===== config.mk =====
export PLATFORM = sky130hd
export DESIGN_NAME = refclk_selector
export DESIGN_NICKNAME = d
export VERILOG_FILES = /design/src/rtl/refclk_selector.sv
export SDC_FILE = /design/constraint.sdc
export NUM_CORES = 1
export LEC_CHECK = 0
export ABC_AREA = 1
export BUFFER_PORTS_ARGS = -buffer_cell sky130_fd_sc_hd__buf_2
export CAP_MARGIN = 20
export CORE_MARGIN = 2
export CORE_UTILIZATION = 55
export CTS_CLUSTER_SIZE = 24
export DETAILED_ROUTE_END_ITERATION = 12
export GPL_ROUTABILITY_DRIVEN = 0
export PLACE_DENSITY = 0.84
export REMOVE_ABC_BUFFERS = 1
export SLEW_MARGIN = 10
export SYNTH_ARGS = -nofsm -noshare
export SYNTH_HDL_FRONTEND = slang
export SYNTH_SLANG_ARGS = --single-unit

===== constraint.sdc =====
create_clock -name clk -period 15.9 [get_ports clk]
set_clock_uncertainty 0.1 [all_clocks]
set_input_delay 2.385 -clock clk [delete_from_list [all_inputs] [get_ports clk]]
set_output_delay 2.385 -clock clk [all_outputs]
set_load 0.1 [all_outputs]

===== src/rtl/refclk_selector.sv =====
module refclk_selector #(
  parameter int N_IN   = 8,
  parameter int PRIO_W = 4,
  parameter int SEL_W  = 4,
  parameter int FAST_A = 0,
  parameter int FAST_B = 1,
  localparam int IDX_W = (N_IN > 1) ? $clog2(N_IN) : 1
) (
  input  logic                     clk,
  input  logic                     rst_n,
  input  logic                     fast_pin,
  input  logic                     cfg_we,
  input  logic                     cfg_ext_sw,
  input  logic [SEL_W-1:0]         force_sel,
  input  logic [N_IN-1:0]          qual_ok,
  input  logic [N_IN*PRIO_W-1:0]   prio,
  output logic [IDX_W-1:0]         sel_idx,
  output logic                     sel_valid
);

  logic [1:0]        pin_sync;
  logic              pin_s;
  logic              mode_q;
  logic [PRIO_W-1:0] prio_a, prio_b;
  logic              fast_v;
  logic [IDX_W-1:0]  fast_i;
  logic              force_v;
  logic [IDX_W-1:0]  force_i;
  logic              auto_v;
  logic [IDX_W-1:0]  auto_i;
  logic              nxt_v;
  logic [IDX_W-1:0]  nxt_i;

  always_ff @(posedge clk) pin_sync <= {pin_sync[0], fast_pin};
  assign pin_s = pin_sync[1];

  assign prio_a = prio[FAST_A*PRIO_W +: PRIO_W];
  assign prio_b = prio[FAST_B*PRIO_W +: PRIO_W];
  assign fast_v = pin_s ? (prio_a != '0) : (prio_b != '0);
  assign fast_i = pin_s ? IDX_W'(FAST_A) : IDX_W'(FAST_B);

  assign force_v = (force_sel != '0) && (int'(force_sel) <= N_IN);
  assign force_i = IDX_W'(int'(force_sel) - 1);

  always_comb begin
    logic [PRIO_W-1:0] best;
    logic [PRIO_W-1:0] p;
    auto_v = 1'b0;
    auto_i = '0;
    best   = '0;
    for (int i = 0; i < N_IN; i++) begin
      p = prio[i*PRIO_W +: PRIO_W];
      if (qual_ok[i] && (p != '0) && (!auto_v || (p < best))) begin
        auto_v = 1'b1;
        best   = p;
        auto_i = IDX_W'(i);
      end
    end
  end

  always_comb begin
    if (mode_q) begin
      nxt_v = fast_v;
      nxt_i = fast_i;
    end else if (force_sel != '0) begin
      nxt_v = force_v;
      nxt_i = force_i;
    end else begin
      nxt_v = auto_v;
      nxt_i = auto_i;
    end
  end

  always_ff @(posedge clk) begin
    if (!rst_n) begin
      mode_q    <= pin_s;
      sel_valid <= 1'b0;
      sel_idx   <= '0;
    end else begin
      if (cfg_we) mode_q <= cfg_ext_sw;
      sel_valid <= nxt_v;
      sel_idx   <= nxt_v ? nxt_i : '0;
    end
  end

endmodule



==> run_results.csv <==
group,metric,value,unit
placement,hpwl,2.99,mm
synthesis,synthTopCellsByArea,"nand2_1, ha_1, inv_1, dfxtp_1, nand2_4",
clock_network,cts_tree,"built",
floorplanning,dieHeight,56.1,um
synthesis,synth-edff-count,1,
finish,n_antenna_cell,0,
detailed_routing,vias_per_cell,5.03,
critical_path,crit_fanout,9,
global_route,grt_usage,22.4,%
critical_path,cp.required,15.96,ns
finish,syn2layout_area_growth,21.8,%
clock_network,holdBufCountCts,0,
global_route,gr-usage-met2,38.7,%
detailed_routing,drc,0,
clock_network,clock-sinks,7,
synthesis,yosysTopAreaCellShare,21.2,%
detailed_routing,drt-pass1-iter-count,4,
critical_path,criticalPathCategory,"input pin to flop",
run_status,status,"finished, final reports clean",
synthesis,synthTopCellsByCount,"nand2_1, inv_1, ha_1",
synthesis,yosysSeqAreaShare,10.1,%
detailed_routing,vias,1646,
sta,slew-limit-headroom,51.0,%
clock_network,cts_resized,0,
sta,final_hold_viol_count,0,
power,p_leak,1.11,nW
global_route,busiest_layer,"met2",
synthesis,synth.distinct_cells,27,
sta,tightest_slew,0.716,ns
placement,numPortBuffers,52,
synthesis,synth_ff_type,"dfxtp_1",
finish,layout.nets,369,
global_route,overflow,0,
global_route,grt_pass1_vias,1484,
critical_path,cpMostUsedCell,"nand2_1",
critical_path,critPathSlowestCell,"ha_1",
finish,drive_above_1_share,30.6,%
sta,setup_viol,0,
floorplanning,start_util,59.1,%
synthesis,synth_most_common_cell,"nand2_1",
power,vdd_ir_drop_max,0.0000811,V
worst_hold_path,hp-class,"flop to flop",
global_route,grt_antenna_before_repair,0,
clock_network,cts.htree.levels,1,
detailed_routing,wl_per_cell,10.1,um
sta,max_freq,108,MHz
synthesis,syn_area,1490,sq um
global_route,met3_usage,3.95,%
sta,period_needed,9.29,ns
job,maxCapViolCount,0,
global_route,grt_max_degree,10,
synthesis,yosys.area.top_type,"nand2_1",
clock_network,clk_pin_slew,0.06,ns
critical_path,critPathArrivalTime,9.34,ns
clock_network,clock_path_buffers,2,
clock_network,worstSkewPairLatency,0.26,ns
global_route,grt_pass1_wl,5.91,mm
clock_network,cts_root_buffer,"clkbuf_4",
synthesis,synth_cells,241,
sta,tns,0,ns
critical_path,end_kind,"flop",
global_route,grt_use_met1,29.5,%
floorplanning,dieArea,3140,sq um
floorplanning,core,2520,sq um
synthesis,ys.warnings.count,0,
floorplanning,std_cell_rows,18,
floorplanning,io_pins,53,
detailed_routing,drtIter0Drc,52,
power,powerDensity,73.5,nW/um^2
clock_network,cts_buffers,3,
critical_path,startpoint_type,"input pin",
sta,maxSlewViolCount,0,
synthesis,async_reset_ff_share,0,%
synthesis,synth_seq_cells,7,
detailed_routing,ant_nets,0,
synthesis,avgSynthCellArea,6.18,sq um
sta,rsz0062_at_grt,"no",
critical_path,max_stage_delay,0.31,ns
floorplanning,die_w,56.1,um
clock_network,cts_setup_buffers,0,
sta,holdWs,0.229,ns
detailed_routing,wl,3.31,mm
sta,post-route-period-util,58.4,%
-- critical path: cells and delay by family --
kind	cells	cell delay, ns
adder cells (fa/ha/maj)	7	2.03
buffers and inverters	5	0.41
AND/OR/NAND/NOR	38	2.71
AO/OA/AOI/OAI	9	1.81
-- power by group --
part | internal (mW) | switching (mW)
Combinational | 0.0360 | 0.0613
Clock | 0.00921 | 0.00703
Sequential | 0.0193 | 0.000471
Total | 0.0645 | 0.0688
-- layer usage --
metal | share of wire (%) | vias up
met5 | 0 | -
met4 | 0.42 | 0
met3 | 5.3 | 2
met2 | 45 | 49
met1 | 49 | 697
li1 | - | 898
-- kinds of logic after synthesis --
family,Yosys count,share of synthesized area (%)
AO/OA/AOI/OAI,40,16.4
XOR/XNOR,1,0.588
adder cells (fa/ha/maj),22,18.5
buffers and inverters,39,10.7
flip-flops,7,10.1
AND/OR/NAND/NOR,132,43.7
-- registers in the layout, indices dropped and copies added (netlist names) --
name,count
mode_q,1
pin_sync,2
sel_idx,3
sel_valid,1
-- final timing paths --
path | startpoint | endpoint | slack [ns] | cells after the start
hold reg to reg | pin_sync[0]$_DFF_P_ | pin_sync[1]$_DFF_P_ | 0.23 | 0
hold / removal | pin_sync[0]$_DFF_P_ | pin_sync[1]$_DFF_P_ | 0.23 | 0
setup / recovery | prio[1] | sel_idx[0]$_SDFF_PN0_ | 6.61 | 59
setup reg to reg | mode_q$_DFFE_PP_ | sel_idx[2]$_SDFF_PP0_ | 14.03 | 7
-- final cells by class --
cell class	instances	area, sq um
clock inverter	1	5.00
multi-input combinational	195	1180
tap	30	37.5
inverter	39	160
fill	261	707
timing repair buffer	52	260
sequential	7	150
clock buffer	3	22.5
-- placed cells by master, fill, tap and decap left out, drive strengths merged --
cell type	synthesis	final
a2111oi	1	1
a21boi	1	1
a21oi	12	12
a221oi	1	1
buf	0	52
bufinv	1	1
clkbuf	0	3
clkinv	0	1
dfxtp	6	6
edfxtp	1	1
ha	22	22
inv	38	38
nand2	104	104
nand3	14	14
nand4	1	1
nor2	11	11
nor4	1	1
o21ai	19	19
o41a	1	1
o41ai	5	5
or2	1	1
xor2	1	1
-- metrics by stage --
stage	instance area, sq um	total power, mW	setup WS, ns	std cells	utilization (%)
6_report	1820	0.133	6.61	327	72.0
5_1_grt	1820	0.151	5.72	327	72.0
4_1_cts	1820	0.134	6.58	327	72.0
3_5_place_dp	1790	0.117	6.31	323	70.9
3_3_place_gp	1790	0.114	6.43	323	70.9
2_1_floorplan	1490	0.0951	7.30	241	-
Power figures use the tool's default switching activity.
